===== src/rtl/mon_cmd_pkg.sv =====
package mon_cmd_pkg;
  localparam int CMD_W  = 7;
  localparam int BYTE_W = 8;
  localparam int WORD_W = 2 * BYTE_W;

  typedef enum logic [2:0] {
    ST_IDLE, ST_ADDR, ST_WACK, ST_WBYTE, ST_RACK, ST_RBIT, ST_MACK
  } busState_t;

  // strobes from the bus engine to the datapath
  typedef struct packed {
    logic rxShift;
    logic rxBit;
    logic cmdWr;
    logic txLoad;
    logic txShift;
  } strobes_t;
endpackage


===== src/rtl/mon_cmd_ctrl.sv =====
module mon_cmd_ctrl
  import mon_cmd_pkg::*;
#(
  parameter logic [6:0] SLAVE_ADDR = 7'h2A,
  parameter int         SYNC_W     = 2
) (
  input  logic              clk,
  input  logic              rstN,
  input  logic              sclIn,
  input  logic              sdaIn,
  input  logic [BYTE_W-1:0] rxByte,
  input  logic              readAck,
  input  logic              txMsb,
  output strobes_t          stb,
  output logic              sdaOe
);
  localparam logic [3:0] LAST_BIT = 4'(BYTE_W - 1);
  localparam logic [3:0] FULL     = 4'(BYTE_W);

  logic [SYNC_W:0] sclPipe, sdaPipe;
  always_ff @(posedge clk or negedge rstN) begin
    if (!rstN) begin
      sclPipe <= '1;
      sdaPipe <= '1;
    end else begin
      sclPipe <= {sclPipe[SYNC_W-1:0], sclIn};
      sdaPipe <= {sdaPipe[SYNC_W-1:0], sdaIn};
    end
  end

  logic sclS, sclOld, sdaS, sdaOld;
  assign sclS   = sclPipe[SYNC_W-1];
  assign sclOld = sclPipe[SYNC_W];
  assign sdaS   = sdaPipe[SYNC_W-1];
  assign sdaOld = sdaPipe[SYNC_W];

  logic sclRise, sclFall, startDet, stopDet;
  assign sclRise  = sclS & ~sclOld;
  assign sclFall  = ~sclS & sclOld;
  assign startDet = sclS & sclOld & sdaOld & ~sdaS;
  assign stopDet  = sclS & sclOld & ~sdaOld & sdaS;

  busState_t  state;
  logic [3:0] cnt;
  logic       ackOe, cmdPhase, mAck, byteIdx;
  logic       addrHit;
  assign addrHit = (rxByte[BYTE_W-1:1] == SLAVE_ADDR);

  always_comb begin
    stb         = '0;
    stb.rxBit   = sdaS;
    stb.rxShift = sclRise && (state == ST_ADDR || state == ST_WBYTE);
    stb.cmdWr   = sclFall && state == ST_WBYTE && cnt == FULL;
    stb.txLoad  = sclFall && state == ST_ADDR && cnt == FULL && addrHit
                  && rxByte[0] && readAck;
    stb.txShift = sclFall && ((state == ST_RBIT && cnt != LAST_BIT) ||
                              (state == ST_MACK && mAck && !byteIdx));
  end

  assign sdaOe = ackOe | (state == ST_RBIT && !txMsb);

  always_ff @(posedge clk or negedge rstN) begin
    if (!rstN) begin
      state    <= ST_IDLE;
      cnt      <= '0;
      ackOe    <= 1'b0;
      cmdPhase <= 1'b0;
      mAck     <= 1'b0;
      byteIdx  <= 1'b0;
    end else if (startDet) begin
      state    <= ST_ADDR;
      cnt      <= '0;
      ackOe    <= 1'b0;
      cmdPhase <= 1'b0;
      byteIdx  <= 1'b0;
    end else if (stopDet) begin
      state <= ST_IDLE;
      ackOe <= 1'b0;
    end else begin
      case (state)
        ST_ADDR: begin
          if (sclRise) cnt <= cnt + 4'd1;
          else if (sclFall && cnt == FULL) begin
            if (addrHit && !rxByte[0]) begin
              state <= ST_WACK;
              ackOe <= 1'b1;
            end else if (addrHit && readAck) begin
              state <= ST_RACK;
              ackOe <= 1'b1;
            end else begin
              state <= ST_IDLE;
            end
          end
        end
        ST_WACK: if (sclFall) begin
          ackOe <= 1'b0;
          cnt   <= '0;
          state <= cmdPhase ? ST_IDLE : ST_WBYTE;
        end
        ST_WBYTE: begin
          if (sclRise) cnt <= cnt + 4'd1;
          else if (sclFall && cnt == FULL) begin
            ackOe    <= 1'b1;
            cmdPhase <= 1'b1;
            state    <= ST_WACK;
          end
        end
        ST_RACK: if (sclFall) begin
          ackOe <= 1'b0;
          cnt   <= '0;
          state <= ST_RBIT;
        end
        ST_RBIT: if (sclFall) begin
          if (cnt == LAST_BIT) state <= ST_MACK;
          else cnt <= cnt + 4'd1;
        end
        ST_MACK: begin
          if (sclRise) mAck <= ~sdaS;
          else if (sclFall) begin
            if (mAck && !byteIdx) begin
              byteIdx <= 1'b1;
              cnt     <= '0;
              state   <= ST_RBIT;
            end else begin
              state <= ST_IDLE;
            end
          end
        end
        default: ;
      endcase
    end
  end
endmodule


===== src/rtl/mon_cmd_dpath.sv =====
module mon_cmd_dpath
  import mon_cmd_pkg::*;
#(
  parameter int RES_W = 12
) (
  input  logic              clk,
  input  logic              rstN,
  input  strobes_t          stb,
  input  logic [BYTE_W-1:0] statusIn,
  input  logic              convDone,
  input  logic [RES_W-1:0]  convResult,
  output logic [BYTE_W-1:0] rxByte,
  output logic              txMsb,
  output logic              readAck,
  output logic [CMD_W-1:0]  cmdQ,
  output logic              convStart,
  output logic              convIsCurrent,
  output logic              extWrStb
);
  localparam logic [CMD_W-1:0] CMD_MASK = 7'h5F;  // bit 5 unused

  logic [RES_W-1:0]  resultQ;
  logic [WORD_W-1:0] txReg, wordOut;
  logic              busy, convOnce, anyConv, pickCur;

  assign rxByte  = rxByteQ;
  logic [BYTE_W-1:0] rxByteQ;
  assign txMsb   = txReg[WORD_W-1];
  assign readAck = cmdQ[6] | ~(cmdQ[1] | cmdQ[3]);
  assign anyConv = |cmdQ[3:0];
  assign pickCur = ~(cmdQ[0] | cmdQ[1]);
  assign wordOut = cmdQ[6] ? {statusIn, {BYTE_W{1'b0}}} : WORD_W'(resultQ);

  always_ff @(posedge clk or negedge rstN) begin
    if (!rstN) begin
      rxByteQ       <= '0;
      txReg         <= '0;
      cmdQ          <= '0;
      resultQ       <= '0;
      busy          <= 1'b0;
      convOnce      <= 1'b0;
      convStart     <= 1'b0;
      convIsCurrent <= 1'b0;
      extWrStb      <= 1'b0;
    end else begin
      if (stb.rxShift) rxByteQ <= {rxByteQ[BYTE_W-2:0], stb.rxBit};
      if (stb.txLoad) txReg <= wordOut;
      else if (stb.txShift) txReg <= {txReg[WORD_W-2:0], 1'b0};

      extWrStb  <= stb.cmdWr & rxByteQ[BYTE_W-1];
      convStart <= 1'b0;
      if (!busy && anyConv) begin
        convStart     <= 1'b1;
        busy          <= 1'b1;
        convIsCurrent <= pickCur;
        convOnce      <= pickCur ? cmdQ[3] : cmdQ[1];
      end
      if (convDone && busy) begin
        busy    <= 1'b0;
        resultQ <= convResult;
      end

      if (stb.cmdWr && !rxByteQ[BYTE_W-1]) begin
        cmdQ    <= rxByteQ[CMD_W-1:0] & CMD_MASK;
        resultQ <= '0;
      end else if (convDone && busy && convOnce) begin
        if (convIsCurrent) cmdQ[3] <= 1'b0;
        else cmdQ[1] <= 1'b0;
      end
    end
  end
endmodule


===== src/rtl/mon_cmd_slave.sv =====
module mon_cmd_slave
  import mon_cmd_pkg::*;
#(
  parameter logic [6:0] SLAVE_ADDR = 7'h2A,
  parameter int         SYNC_W     = 2,
  parameter int         RES_W      = 12
) (
  input  logic             clk,
  input  logic             rstN,
  input  logic             sclIn,
  input  logic             sdaIn,
  output logic             sdaOe,
  input  logic [7:0]       statusIn,
  input  logic             convDone,
  input  logic [RES_W-1:0] convResult,
  output logic             convStart,
  output logic             convIsCurrent,
  output logic             rangeSel,
  output logic             extWrStb
);
  strobes_t          stb;
  logic [BYTE_W-1:0] rxByte;
  logic              txMsb, readAck;
  logic [CMD_W-1:0]  cmdQ;

  mon_cmd_ctrl #(.SLAVE_ADDR(SLAVE_ADDR), .SYNC_W(SYNC_W)) ctrl_i (
    .clk(clk), .rstN(rstN), .sclIn(sclIn), .sdaIn(sdaIn),
    .rxByte(rxByte), .readAck(readAck), .txMsb(txMsb),
    .stb(stb), .sdaOe(sdaOe)
  );

  mon_cmd_dpath #(.RES_W(RES_W)) dpath_i (
    .clk(clk), .rstN(rstN), .stb(stb), .statusIn(statusIn),
    .convDone(convDone), .convResult(convResult),
    .rxByte(rxByte), .txMsb(txMsb), .readAck(readAck), .cmdQ(cmdQ),
    .convStart(convStart), .convIsCurrent(convIsCurrent), .extWrStb(extWrStb)
  );

  assign rangeSel = cmdQ[4];
endmodule


===== config.mk =====
export PLATFORM = sky130hd
export DESIGN_NAME = mon_cmd_slave
export DESIGN_NICKNAME = d
export VERILOG_FILES = /design/src/rtl/mon_cmd_pkg.sv /design/src/rtl/mon_cmd_ctrl.sv /design/src/rtl/mon_cmd_dpath.sv /design/src/rtl/mon_cmd_slave.sv
export SDC_FILE = /design/constraint.sdc
export NUM_CORES = 1
export LEC_CHECK = 0
export BUFFER_PORTS_ARGS = -buffer_cell sky130_fd_sc_hd__buf_2
export CAP_MARGIN = 0
export CORE_ASPECT_RATIO = 1.5
export CORE_MARGIN = 10
export CORE_UTILIZATION = 53
export DETAILED_ROUTE_END_ITERATION = 12
export GPL_TIMING_DRIVEN = 0
export PLACE_DENSITY_LB_ADDON = 0.15
export SYNTH_ARGS = -nofsm -noshare
export SYNTH_HDL_FRONTEND = slang
export SYNTH_SLANG_ARGS = --single-unit

===== constraint.sdc =====
create_clock -name clk -period 2.1 [get_ports clk]
set_input_delay 0.105 -clock clk [delete_from_list [all_inputs] [get_ports clk]]
set_output_delay 0.105 -clock clk [all_outputs]
set_load 0.02 [all_outputs]

==> impl_metrics.tcl <==
set metrics [dict create \
    status "complete, no violations" \
    hold_ws_ns 0.01832 \
    fp.dieW_um 81.81 \
    drt-initial-drc-count 136 \
    area_growth_syn_to_layout_pct 23.73 \
    synth_area_um2 3037 \
    die_area_um2 9220 \
    min_from "convResult[1]" \
    crit_slowest_cell "dfstp_2" \
    io_buffers 29 \
    fin_crit_ns 2.100 \
    met1_usage 0.1726 \
    final_cell_area_um2 3757 \
    yosys.area_share.xor_xnor 0.002884 \
    worst_pin_slew_ns 0.8138 \
    setup_tns_ns 0 \
    die_y_um 112.7 \
    drive_gt1_frac 0.2615 \
    p_sw_w 0.0009938 \
    first_global_vias 2408 \
    antennaDiodeCount 0 \
    combPwrFrac 0.195 \
    grt_util_all_layers 0.1516 \
    cp_top_family "simple AND/OR/NAND/NOR gates" \
    multi_input_area_um2 1385 \
    max_freq_mhz 476.3 \
    grtUsageMet2 0.2518 \
    crit_type "register to register" \
    grt-busiest-layer "met2" \
    postRouteAntennaNets 0 \
    crit_start "ctrl_i.sclPipe[2]" \
    p_sw_frac 0.2963 \
    ys_async_sr_fraction 1.000 \
    syn_inst 303 \
    avgSynthCellArea_um2 10.02 \
    cts_tree "built" \
    synth_top_family_by_area "simple AND/OR/NAND/NOR gates" \
    startpoint_type "register" \
    power.internal_w 0.002361 \
    cts_max_path_buffers 2 \
    initial_core_util 0.5488 \
    cts_root_buffer "clkbuf_8" \
    synth-seq-cells 64 \
    ios 30 \
    num_rows 33 \
    leakagePower_nw 1.708 \
    r2r_slack_ns 0.0004 \
    final-seq-area_um2 1609 \
    dpl.hpwl_mm 4.463 \
    yosys.area_share.simple 0.2056 \
    grt_max_degree 65 \
    finalClockSkew_ns 0.01295 \
    cts-htree-levels 3 \
    cts_sinks 64 \
    path_max_fanout 8 \
    synth_edf_count 0 \
    final_nets 393 \
    post-route-period-util 0.9998 \
    path_buf_inv 1 \
    vias 2391 \
    synthAdderAreaFrac 0.008241 \
    critPathRequiredTime_ns 2.37 \
    grt_pass1_wl_mm 11.06 \
    synth_ff_type "dfrtp_1" \
    synth_compound_area_frac 0.1665 \
    p_total_w 0.003354 \
    synth_top_area_cell "dfrtp_1" \
    min_path_type "input port to register" \
    relSlewSlack 0.4575 \
    clk_pin_slew_ns 0.07 \
    yosysWarningCount 0 \
    cts_made_buffers 9 \
    p_clk_frac 0.322 \
    cp.arrival_ns 2.37 \
    route.detailed.drc 0 \
    max_cap_viol_count 0 \
    final.fill_count 442 \
    wire_per_inst_um 15.17 \
    end_kind "register" \
    pwr-share-seq 0.483 \
    grt-ovfl-total 0 \
    routed_wirelength_mm 6.692 \
    syn_nets 330 \
    yosysSeqAreaShare 0.5299 \
    rsz0062_at_grt "true" \
    netlist.area_leader.share 0.4780 \
    drv_slew 0 \
    antenna_found_initial 0 \
    setup_violations 0 \
    timing.rr.start "ctrl_i.sclPipe[2]" \
    dr.pass1.iters 5 \
    powerDensity_nw_per_um2 892.8 \
    synth_cell_types 51 \
    synthMuxAreaShare 0.05027 \
    use_met3 0.04913 \
    dpl_cell_area_um2 3272 \
    hold_viol 0 \
    insertion_delay_ns 0.34 \
    crit_chain "nand2b_1, buf_6, or4_4, or3_4, nor2_8, a22oi_1, nand2_1" \
    globalplace.congestion 0.8862 \
    core_area_um2 5533 \
    routed_via_density 5.422 \
    ir_drop_uv 908.9 \
    slowest_delay_ns 0.53 \
    synth_area_leaders "dfrtp_1, nand2_1, dfstp_2, a21oi_1, mux2_2" \
]
[worst register-to-register path, delay by kind of cell (launching register included)]
family,cells,cell delay [ns]
buffers and inverters,1,0.14
AOI/OAI and AO/OA,1,0.09
and+or+nand+nor,5,1.28
DFF,1,0.53
[routing by layer]
metal  up-vias  routed length, µm
met2        37               3538
met5         -                  0
met1      1149               2830
li1       1199                  -
met4         0                 70
met3         6                254
[Yosys cell counts (all sizes together) (3+ instances only)]
cell	number
dfstp	6
nor3b	4
a221o	4
nand3	6
nor2	19
o211ai	3
a22oi	8
nand3b	4
buf	6
a32oi	4
nand2b	8
nor2b	4
mux2i	4
dfrtp	58
o21ai	15
nand2	62
inv	10
clkbuf	7
mux2	10
nor3	3
a21oi	25
o21bai	3
[per-stage QoR]
stage,instances,setup slack (ns),util
5_1_grt,441,-0.06525,0.6791
6_report,441,0.0004214,0.6791
3_5_place_dp,402,-0.2916,0.5914
2_1_floorplan,303,0.004019,-
4_1_cts,436,0.002549,0.6651
3_3_place_gp,402,-0.2601,0.5909
[final cells by class]
type                    count  share of cell area
repair buffers             53             0.09790
multi-input cells         216              0.3686
well taps                  70             0.02331
inverters                  10            0.009990
clock buffers              13             0.04229
flip-flops and latches     64              0.4282
plain buffers              12             0.01898
clock inverters             3             0.01066
[cells in the final DEF, fill, tap and decap left out, types with 3 or more instances in the layout]
cell type	instances
a221o_1	4
a22oi_1	5
a21oi_1	25
buf_4	11
buf_6	4
a22oi_2	3
dlygate4sd3_1	13
dfrtp_1	58
mux2i_1	4
nand3b_1	4
mux2_2	10
nor2b_1	4
o21bai_1	3
nand3_1	6
dfstp_2	6
nor2_1	15
a32oi_1	4
clkbuf_8	11
inv_1	8
buf_2	29
o21ai_0	14
o211ai_1	3
clkbuf_1	7
nand2b_1	8
nand2_1	61
[final timing paths]
path                                 endpoint  depth (start not counted)
max in group asynchronous  dpath_i.resultQ[7]                          2
max reg2reg                  dpath_i.txReg[6]                          7
max                          dpath_i.txReg[6]                          7
min in group asynchronous      ctrl_i.byteIdx                          2
min                        dpath_i.resultQ[1]                          3
min reg2reg                 ctrl_i.sdaPipe[1]                          0
[registers in the layout, indices dropped and copies added (netlist names)]
| register | flops |
|---|---|
| ctrl_i.ackOe | 1 |
| ctrl_i.byteIdx | 1 |
| ctrl_i.cmdPhase | 1 |
| ctrl_i.cnt | 4 |
| ctrl_i.mAck | 1 |
| ctrl_i.sclPipe | 3 |
| ctrl_i.sdaPipe | 3 |
| ctrl_i.state | 3 |
| dpath_i.busy | 1 |
| dpath_i.cmdQ | 6 |
| dpath_i.convIsCurrent | 1 |
| dpath_i.convOnce | 1 |
| dpath_i.convStart | 1 |
| dpath_i.extWrStb | 1 |
| dpath_i.resultQ | 12 |
| dpath_i.rxByte | 8 |
| dpath_i.txReg | 16 |
[logic make-up (layout without fill, tap and decap cells)]
logic type | count (synthesis) | after routing
AO/OA/AOI/OAI | 76 | 76
XOR/XNOR | 1 | 1
adder cells (fa/ha/maj) | 2 | 2
buffers and inverters | 23 | 91
flip-flops | 64 | 64
multiplexers | 14 | 14
AND/OR/NAND/NOR | 123 | 123
[power by group through the flow]
stage               logic, W  registers, W  clock network [W]
finish              0.000655       0.00162            0.00108
global route        0.000739       0.00165            0.00117
CTS                 0.000635       0.00162            0.00110
detailed placement  0.000564       0.00164                  0
global placement    0.000546       0.00163                  0
floorplan           0.000391       0.00162                  0
[timing repair]
action	4_1_cts	5_1_grt
hold buffers	13	0
pin swaps	6	6
resized for setup	13	14
setup buffers	6	4
setup endpoints to repair	33	24
gates cloned	0	1
endpoints found under the hold margin	70	0
(Power assumes the default switching activity.)
